===== config.mk =====
export PLATFORM = sky130hd
export DESIGN_NAME = gport_mux
export DESIGN_NICKNAME = d
export VERILOG_FILES = /design/src/rtl/gport_pkg.sv /design/src/rtl/gport_regs.sv /design/src/rtl/gport_sync.sv /design/src/rtl/gport_pinmux.sv /design/src/rtl/gport_mux.sv
export SDC_FILE = /design/constraint.sdc
export NUM_CORES = 1
export LEC_CHECK = 0
export BUFFER_PORTS_ARGS = -buffer_cell sky130_fd_sc_hd__buf_2
export CAP_MARGIN = 0
export CORE_MARGIN = 2
export CORE_UTILIZATION = 52
export DETAILED_ROUTE_END_ITERATION = 6
export PLACE_DENSITY = 0.85
export SLEW_MARGIN = 10
export SYNTH_ARGS = -nofsm -noshare
export SYNTH_HDL_FRONTEND = slang
export SYNTH_HIERARCHICAL = 1
export SYNTH_SLANG_ARGS = --single-unit

===== constraint.sdc =====
create_clock -name clk -period 1.5 [get_ports clk]
set_input_delay 0 -clock clk [delete_from_list [all_inputs] [get_ports clk]]
set_output_delay 0 -clock clk [all_outputs]
set_load 0.02 [all_outputs]

===== src/rtl/gport_pkg.sv =====
package gport_pkg;

  localparam int unsigned GP_NCS = 3;

  typedef struct packed {
    logic       act;
    logic [1:0] idx;
  } gp_route_t;

  // Chip-select routing for one pin in one mode (before the direction bit).
  function automatic gp_route_t gp_route(input int unsigned pin, input int unsigned mode);
    gp_route_t r;
    r = '0;
    case (pin)
      4: if (mode == 1 || mode == 2 || mode == 4 || mode == 5 || mode == 6) begin
           r.act = 1'b1;
           r.idx = 2'd0;
         end
      3: if (mode >= 4 && mode <= 6) begin
           r.act = 1'b1;
           r.idx = 2'd1;
         end
      2: if (mode >= 4 && mode <= 6) begin
           r.act = 1'b1;
           r.idx = 2'd2;
         end
      default: r = '0;
    endcase
    return r;
  endfunction

endpackage


===== src/rtl/gport_regs.sv =====
module gport_regs #(
  parameter int unsigned N_PIN = 5
) (
  input  logic             clk,
  input  logic             rst_n,
  input  logic             hw_stby_i,
  input  logic             man_rst_i,
  input  logic             sw_stby_i,
  input  logic             wr_dir_i,
  input  logic             wr_dat_i,
  input  logic [N_PIN-1:0] wdata_i,
  output logic [N_PIN-1:0] dir_o,
  output logic [N_PIN-1:0] dat_o
);

  logic wipe;
  logic hold;
  logic dir_we;
  logic dat_we;

  assign wipe   = hw_stby_i;
  assign hold   = man_rst_i | sw_stby_i;
  assign dir_we = wr_dir_i & ~hold & ~wipe;
  assign dat_we = wr_dat_i & ~hold & ~wipe;

  always_ff @(posedge clk or negedge rst_n) begin
    if (!rst_n) begin
      dir_o <= '0;
      dat_o <= '0;
    end else if (wipe) begin
      dir_o <= '0;
      dat_o <= '0;
    end else begin
      if (dir_we) dir_o <= wdata_i;
      if (dat_we) dat_o <= wdata_i;
    end
  end

  a_r2_stby_clear: assert property (@(posedge clk) disable iff (!rst_n)
    hw_stby_i |=> (dir_o == '0) && (dat_o == '0));

  a_r3_retain: assert property (@(posedge clk) disable iff (!rst_n)
    (hold && !hw_stby_i) |=> $stable(dir_o) && $stable(dat_o));

endmodule


===== src/rtl/gport_sync.sv =====
module gport_sync #(
  parameter int unsigned N_PIN = 5
) (
  input  logic             clk,
  input  logic             rst_n,
  input  logic [N_PIN-1:0] pad_in_i,
  output logic [N_PIN-1:0] sync_o
);

  logic [N_PIN-1:0] stage1;

  for (genvar i = 0; i < N_PIN; i++) begin : g_bit
    always_ff @(posedge clk or negedge rst_n) begin
      if (!rst_n) begin
        stage1[i] <= 1'b0;
        sync_o[i] <= 1'b0;
      end else begin
        stage1[i] <= pad_in_i[i];
        sync_o[i] <= stage1[i];
      end
    end
  end

  // Count edges since reset so the two-edge look-back starts valid.
  logic [1:0] age;
  always_ff @(posedge clk or negedge rst_n) begin
    if (!rst_n)        age <= '0;
    else if (age != 2'd3) age <= age + 2'd1;
  end

  a_r11_two_edges: assert property (@(posedge clk) disable iff (!rst_n)
    (age >= 2'd2) |-> (sync_o == $past(pad_in_i, 2)));

endmodule


===== src/rtl/gport_pinmux.sv =====
module gport_pinmux
  import gport_pkg::*;
#(
  parameter int unsigned N_PIN  = 5,
  parameter int unsigned MODE_W = 3
) (
  input  logic              clk,
  input  logic              rst_n,
  input  logic [MODE_W-1:0] mode_i,
  input  logic [N_PIN-1:0]  dir_i,
  input  logic [N_PIN-1:0]  dat_i,
  input  logic [GP_NCS-1:0] cs_n_i,
  output logic [N_PIN-1:0]  pad_out_o,
  output logic [N_PIN-1:0]  pad_oe_o,
  output logic [N_PIN-1:0]  cs_act_o
);

  int unsigned mode_u;
  logic [3:0]  cs_ext;

  assign mode_u = int'(mode_i);
  assign cs_ext = {1'b1, cs_n_i};

  for (genvar i = 0; i < N_PIN; i++) begin : g_pin
    gp_route_t rt;
    assign rt          = gp_route(i, mode_u);
    assign cs_act_o[i] = rt.act & dir_i[i];
    assign pad_oe_o[i] = dir_i[i];
    assign pad_out_o[i] = !dir_i[i] ? 1'b0 :
                          rt.act     ? cs_ext[rt.idx] : dat_i[i];
  end

  a_r7_mode0_plain: assert property (@(posedge clk) disable iff (!rst_n)
    (mode_i == '0) |-> (cs_act_o == '0));

  a_r12_low_pins_plain: assert property (@(posedge clk) disable iff (!rst_n)
    cs_act_o[1:0] == 2'b00);

  a_r8_off_pins_quiet: assert property (@(posedge clk) disable iff (!rst_n)
    (pad_out_o & ~pad_oe_o) == '0);

  a_r4_pin4_cs0: assert property (@(posedge clk) disable iff (!rst_n)
    cs_act_o[4] |-> (pad_out_o[4] == cs_n_i[0]));

  a_r9_cs_low_drives_low: assert property (@(posedge clk) disable iff (!rst_n)
    (cs_act_o[3] && !cs_n_i[1]) |-> !pad_out_o[3]);

endmodule


===== src/rtl/gport_mux.sv =====
module gport_mux
  import gport_pkg::*;
#(
  parameter int unsigned N_PIN  = 5,
  parameter int unsigned MODE_W = 3
) (
  input  logic              clk,
  input  logic              rst_n,
  input  logic              hw_stby_i,
  input  logic              man_rst_i,
  input  logic              sw_stby_i,
  input  logic [MODE_W-1:0] mode_i,
  input  logic              wr_dir_i,
  input  logic              wr_dat_i,
  input  logic [N_PIN-1:0]  wdata_i,
  input  logic [2:0]        cs_n_i,
  input  logic [N_PIN-1:0]  pad_in_i,
  output logic [N_PIN-1:0]  pad_out_o,
  output logic [N_PIN-1:0]  pad_oe_o,
  output logic [N_PIN-1:0]  rd_pins_o
);

  logic [N_PIN-1:0] dir_q;
  logic [N_PIN-1:0] dat_q;
  logic [N_PIN-1:0] pad_sync;
  logic [N_PIN-1:0] cs_act;
  logic [N_PIN-1:0] gp_out;

  gport_regs #(.N_PIN(N_PIN)) u_regs (
    .clk(clk), .rst_n(rst_n), .hw_stby_i(hw_stby_i), .man_rst_i(man_rst_i),
    .sw_stby_i(sw_stby_i), .wr_dir_i(wr_dir_i), .wr_dat_i(wr_dat_i),
    .wdata_i(wdata_i), .dir_o(dir_q), .dat_o(dat_q)
  );

  gport_sync #(.N_PIN(N_PIN)) u_sync (
    .clk(clk), .rst_n(rst_n), .pad_in_i(pad_in_i), .sync_o(pad_sync)
  );

  gport_pinmux #(.N_PIN(N_PIN), .MODE_W(MODE_W)) u_mux (
    .clk(clk), .rst_n(rst_n), .mode_i(mode_i), .dir_i(dir_q), .dat_i(dat_q),
    .cs_n_i(cs_n_i), .pad_out_o(pad_out_o), .pad_oe_o(pad_oe_o), .cs_act_o(cs_act)
  );

  assign gp_out    = dir_q & ~cs_act;
  assign rd_pins_o = (gp_out & dat_q) | (~gp_out & pad_sync);

  a_r10_gp_readback: assert property (@(posedge clk) disable iff (!rst_n)
    ((rd_pins_o ^ dat_q) & pad_oe_o & ~cs_act) == '0);

  a_r10_cs_readback: assert property (@(posedge clk) disable iff (!rst_n)
    ((rd_pins_o ^ pad_sync) & cs_act) == '0);

endmodule


==> results of run 1 <==
[path summary, 6_finish.rpt]
path / depth (start not counted) / to / from / slack [ns]
max reg2reg: 3 / u_regs/dir_o[3] / u_regs/dir_o[3] / 0.73
min in group asynchronous: 2 / u_regs/dat_o[1] / rst_n / 0.15
min: 3 / u_regs/dat_o[2] / sw_stby_i / 0.05
max in group asynchronous: 2 / u_regs/dat_o[3] / rst_n / 1.05
min reg2reg: 0 / u_sync/sync_o[4] / u_sync/stage1[4] / 0.36
max: 5 / rd_pins_o[4] / u_regs/dir_o[4] / 0.04
[cells in the mapped netlist, drive strengths merged]
cell type  instances  share of area (%)
nand2b            19                 14
conb               1               0.35
dfrtp             20                 47
a21oi              2               0.95
nor2               1               0.35
buf                8                5.4
or3b               2                1.7
clkbuf             1               0.35
mux2i             13                 12
and2               4                2.6
nand2              2               0.71
mux2               6                8.2
o21ai              1               0.47
a21boi             1                1.1
nor2b              3                2.5
inv                1               0.35
nor3b              2                1.4
[final cells by class]
| type | count | share of cell area, % |
|---|---|---|
| clock buffer | 3 | 1.617 |
| inverter | 1 | 0.2695 |
| multi-input combinational | 58 | 35.94 |
| sequential | 20 | 35.94 |
| tap | 27 | 2.426 |
| timing repair buffer | 52 | 23.81 |
[tightest hold or removal path: cells and delay by family]
family	cells	cell delay [ns]
simple gates	1	0.08
buf+inv	1	0.10
mux	1	0.13
[cells in the final DEF (no fill, tap or decap), types with 2 or more instances in the layout]
cell and count:
mux2i_1 13, and2_2 2, and2_1 2, conb_1 2
nor3b_1 2, clkbuf_4 3, dlygate4sd3_1 11, buf_4 4
nor2b_1 2, mux2_4 5, or3b_1 2, nand2b_4 4
buf_2 36, nand2_1 2, dfrtp_1 20, nand2b_1 15
[stage by stage]
step,power [mW],TNS (ns),setup slack [ns],hold slack (ns)
detailed placement,0.7410,0,0.2557,-0.03644
global placement,0.7349,0,0.3394,-0.03234
global route,1.049,-0.002972,-0.002972,0.07712
floorplan,0.6826,0,0.4580,-0.2956
CTS,1.009,-0.002364,-0.002364,0.04879
finish,1.004,0,0.03815,0.05109
[power groups by stage]
| stage | combinational [mW] | sequential, mW | clock [mW] |
|---|---|---|---|
| 2_1_floorplan | 0.100 | 0.583 | 0 |
| 3_3_place_gp | 0.150 | 0.585 | 0 |
| 3_5_place_dp | 0.154 | 0.587 | 0 |
| 4_1_cts | 0.182 | 0.574 | 0.253 |
| 5_1_grt | 0.203 | 0.576 | 0.270 |
| 6_report | 0.185 | 0.574 | 0.245 |
[state kept, by name, summed over array words and instances, names as in the netlist]
register,cells
u_sync/stage1,5
u_sync/sync_o,5
u_regs/dat_o,5
u_regs/dir_o,5
[kinds of logic after synthesis]
| group | after synthesis | synth area share (%) |
|---|---|---|
| and+or+nand+nor | 33 | 23.28 |
| AOI/OAI and AO/OA | 4 | 2.482 |
| muxes | 19 | 20.45 |
| DFF | 20 | 47.28 |
| other | 1 | 0.3543 |
| buffers and inverters | 10 | 6.145 |
[layer usage]
metal	GRT usage, %	vias to the layer above
met2	33.56	24
met5	0	-
met3	2.147	2
li1	-	374
met1	19.72	364
met4	8.571	0
[timing repair]
item                                   4_1_cts  5_1_grt
pin swaps                                    0        1
hold buffers                                11        0
cloned                                       0        0
setup buffers                                2        1
endpoints found under the hold margin       34        0
gates resized for setup                      1        2
setup endpoints to repair                    3        1
==> impl_metrics.env, run 1 <==
export IMPL_status="completed"
export IMPL_cts_tree="yes"
export IMPL_period_share_pct=97.46
export IMPL_netlist_area_mm2=0.001059
export IMPL_die_w_um=49.12
export IMPL_finalCriticalPeriod_ns=1.462
export IMPL_port_buffers=37
export IMPL_dieArea_mm2=0.002412
export IMPL_cap_violations=0
export IMPL_ir_drop_mv=0.6521
export IMPL_fin_area_mm2=0.001393
export IMPL_coreArea_mm2=0.001942
export IMPL_hold_class="input pin to flop"
export IMPL_path_cells="nand2_1 > a21oi_2 > nor2b_4 > mux2_4 > buf_6"
export IMPL_rsz0062_at_grt="true"
export IMPL_area_growth_pct=31.56
export IMPL_drc=0
export IMPL_p_leak_nw=0.7166
export IMPL_gr_total_overflow=0
export IMPL_start_util_pct=54.51
export IMPL_worst_path_dominant_cell_family="flip-flops"
export IMPL_fillers=154
export IMPL_place_gp_congestion=0.7069
export IMPL_slowest_stage="dfrtp_1"
export IMPL_rows=16
export IMPL_vias=764
export IMPL_worstSetupStartpointType="flop"
export IMPL_routed_wl_um=1935
export IMPL_grt_max_degree=21
export IMPL_grt_pass1_vias=766
export IMPL_drt_first_pass_iters=4
export IMPL_cp_arrival_ns=1.46
export IMPL_cp_required_ns=1.50
export IMPL_syn_avg_cell_area_um2=12.17
export IMPL_first_iter_violations=6
export IMPL_drive_above_1_share_pct=44.03
export IMPL_critPathKind="flop to primary output"
export IMPL_comb_power_share_pct=18.4
export IMPL_path_clk_slew_ns=0.11
export IMPL_diodes=0
export IMPL_die_h_um=49.12
export IMPL_slew_viol_final=0
export IMPL_ant_nets=0
export IMPL_cts_max_level=1
export IMPL_p_sw_mw=0.2469
export IMPL_antenna_found_initial=0
export IMPL_crit_buf_inv=1
export IMPL_ys_warn_count=6
export IMPL_fin_nets=159
export IMPL_intPower_mw=0.7570
export IMPL_synth_seq_area_share_pct=47.28
export IMPL_regArea_um2=500.5
export IMPL_cts_root_buf="clkbuf_4"
export IMPL_synth_cells=87
export IMPL_drt_wirelength_per_cell_um=12.02
export IMPL_place_detailed_hpwl_um=1429
export IMPL_max_clock_freq_mhz=684.1
export IMPL_setup_violations=0
export IMPL_grt_total_usage_pct=17.90
export IMPL_critPathCaptureType="primary output"
export IMPL_p_seq_share_pct=57.1
export IMPL_highest_layer="met4"
export IMPL_critPathMaxFanout=5
export IMPL_max_stage_delay_ns=0.41
export IMPL_io_pins=38
export IMPL_final_core_util_pct=71.71
export IMPL_dr_wl_met2_um=1091
export IMPL_clk_insertion_delay_late_ns=0.30
export IMPL_clk_path_buf_depth=2
export IMPL_multi_input_area_um2=500.5
export IMPL_pwr_share_clk_pct=24.4
export IMPL_finalNonFillerCells=161
export IMPL_powerDensity_mw_per_mm2=720.9
export IMPL_sw_frac_of_total_pct=24.60
export IMPL_met3WireLength_um=71
export IMPL_grt_pass1_wl_um=3312
export IMPL_cts_buffers=3
export IMPL_dp_cells=144
export IMPL_synth_seq_cells=20
export IMPL_hold_viol=0
export IMPL_vias_per_cell=4.745
export IMPL_place_area_mm2=0.001227
export IMPL_clock_sinks=20
export IMPL_m1WireLength_um=749
export IMPL_synth_cell_types=22
export IMPL_finalClockSkew_ns=0.0002501
(Power assumes the default switching activity.)
==> inputs of run 2 (changes only) <==
--- a/config.mk
+++ b/config.mk
@@ -8,9 +8,9 @@
 export BUFFER_PORTS_ARGS = -buffer_cell sky130_fd_sc_hd__buf_2
 export CAP_MARGIN = 0
 export CORE_MARGIN = 2
-export CORE_UTILIZATION = 52
+export CORE_UTILIZATION = 25
 export DETAILED_ROUTE_END_ITERATION = 6
-export PLACE_DENSITY = 0.85
+export PLACE_DENSITY_LB_ADDON = 0.25
 export SLEW_MARGIN = 10
 export SYNTH_ARGS = -nofsm -noshare
 export SYNTH_HDL_FRONTEND = slang
==> constraint.sdc (replaced) <==
create_clock -name clk -period 1.5 [get_ports clk]
set_input_delay 0.225 -clock clk [delete_from_list [all_inputs] [get_ports clk]]
set_output_delay 0.225 -clock clk [all_outputs]
set_load 0.02 [all_outputs]
==> impl_metrics.env, run 2 (synthesized netlist as in run 1, its figures left out) <==
export IMPL_hold_viol=0
export IMPL_die_h_um=69.07
export IMPL_finalClockSkew_ns=0.0002690
export IMPL_place_area_mm2=0.001286
export IMPL_finalNonFillerCells=177
export IMPL_fin_nets=151
export IMPL_critPathCaptureType="primary output"
export IMPL_powerDensity_mw_per_mm2=899.3
export IMPL_critPathKind="flop to primary output"
export IMPL_place_gp_congestion=0.6745
export IMPL_ir_drop_mv=0.5361
export IMPL_clk_insertion_delay_late_ns=0.25
export IMPL_final_cell_mix="32 x buf_2, 20 x dfrtp_1, 15 x nand2b_1"
export IMPL_place_detailed_hpwl_um=1538
export IMPL_finalCriticalPeriod_ns=1.543
export IMPL_vias_per_cell=4.056
export IMPL_vias=718
export IMPL_fillers=424
export IMPL_max_clock_freq_mhz=648.1
export IMPL_port_buffers=37
export IMPL_first_iter_violations=18
export IMPL_fin_area_mm2=0.001420
export IMPL_antenna_found_initial=0
export IMPL_diodes=0
export IMPL_cts_max_level=1
export IMPL_area_growth_pct=34.16
export IMPL_period_share_pct=102.9
export IMPL_status="finished, violations left"
export IMPL_cts_root_buf="clkbuf_8"
export IMPL_grt_total_usage_pct=8.760
export IMPL_grt_pass1_vias=763
export IMPL_p_leak_nw=0.7178
export IMPL_worstSetupStartpointType="flop"
export IMPL_routed_wl_um=1952
export IMPL_clock_sinks=20
export IMPL_rsz0062_at_grt="true"
export IMPL_path_clk_slew_ns=0.07
export IMPL_cap_violations=0
export IMPL_coreArea_mm2=0.004029
export IMPL_cts_buffers=3
export IMPL_clk_path_buf_depth=2
export IMPL_drt_wirelength_per_cell_um=11.03
export IMPL_cp_arrival_ns=1.32
export IMPL_grt_pass1_wl_um=3415
export IMPL_grt_max_degree=21
export IMPL_fin_ws_ns=-0.04290
export IMPL_hold_class="input pin to flop"
export IMPL_drt_first_pass_iters=2
export IMPL_final_core_util_pct=35.25
export IMPL_critPathMaxFanout=2
export IMPL_violations="setup timing"
export IMPL_slew_viol_final=0
export IMPL_cts_tree="yes"
export IMPL_drc=0
export IMPL_cp_required_ns=1.27
export IMPL_drive_above_1_share_pct=49.61
export IMPL_dp_cells=171
export IMPL_io_pins=38
export IMPL_dieArea_mm2=0.004771
export IMPL_rows=23
export IMPL_gr_total_overflow=0
export IMPL_start_util_pct=26.27
export IMPL_hold_slack_ns=0.06892
export IMPL_ant_nets=0
export IMPL_setup_violations=3
export IMPL_layout_commonest_cell="buf_2"
export IMPL_die_w_um=69.07
==> run 2: stage by stage <==
step	setup WS [ns]	setup TNS [ns]	power [mW]
2_1_floorplan	0.2330	0	0.6826
3_3_place_gp	0.02649	0	0.7457
3_5_place_dp	0.01257	0	0.7499
4_1_cts	-0.06560	-0.1575	1.298
5_1_grt	-0.1169	-0.3150	1.341
6_report	-0.04290	-0.1051	1.277
==> run 2: path summary, 6_finish.rpt <==
| kind | from | end | slack, ns | cells past startpoint |
|---|---|---|---|---|
| max in group asynchronous | rst_n | u_sync/sync_o[3] | 0.75 | 2 |
| min reg2reg | u_sync/stage1[3] | u_sync/sync_o[3] | 0.35 | 0 |
| max | u_regs/dir_o[4] | rd_pins_o[4] | -0.04 | 5 |
| max reg2reg | u_regs/dir_o[3] | u_regs/dir_o[3] | 0.74 | 3 |
| min in group asynchronous | rst_n | u_sync/sync_o[0] | 0.44 | 2 |
| min | pad_in_i[1] | u_sync/stage1[1] | 0.07 | 1 |
==> run 2: cell type report <==
type	instances	area, µm²	area share (%)
tap	50	62.56	4.405
clock buffer	3	41.29	2.907
inverter	1	3.754	0.2643
timing repair buffer	44	275.3	19.38
sequential	20	500.5	35.24
multi-input combinational	58	506.7	35.68
clock inverter	1	30.03	2.115
==> run 2: layer usage <==
metal	part of all wire, %	vias up	global-route usage, %
met4	0	0	1.961
met2	53	23	15.38
met1	42	336	10.40
li1	-	359	-
met3	5.1	0	2.778
met5	0	-	0
==> run 2: power breakdown <==
group	switching [mW]	internal (mW)	leakage, nW
registers	0.0108	0.562	0.254
clock network	0.167	0.356	0.0357
logic	0.0842	0.0979	0.428
total	0.262	1.02	0.718
==> run 2: critical path, cell delays in order, from the launching register on <==
cell,delay (ns)
dfrtp_1,0.39
nand2_1,0.08
a21oi_2,0.05
nor2b_4,0.11
mux2_4,0.30
buf_6,0.13
==> run 2: what timing repair did <==
item / CTS / global route
hold buffers: 1 / 0
endpoints found under the setup margin: 4 / 6
hold endpoints to repair: 20 / 0
pin swaps: 0 / 1
resized for setup: 10 / 5
setup buffers: 1 / 0
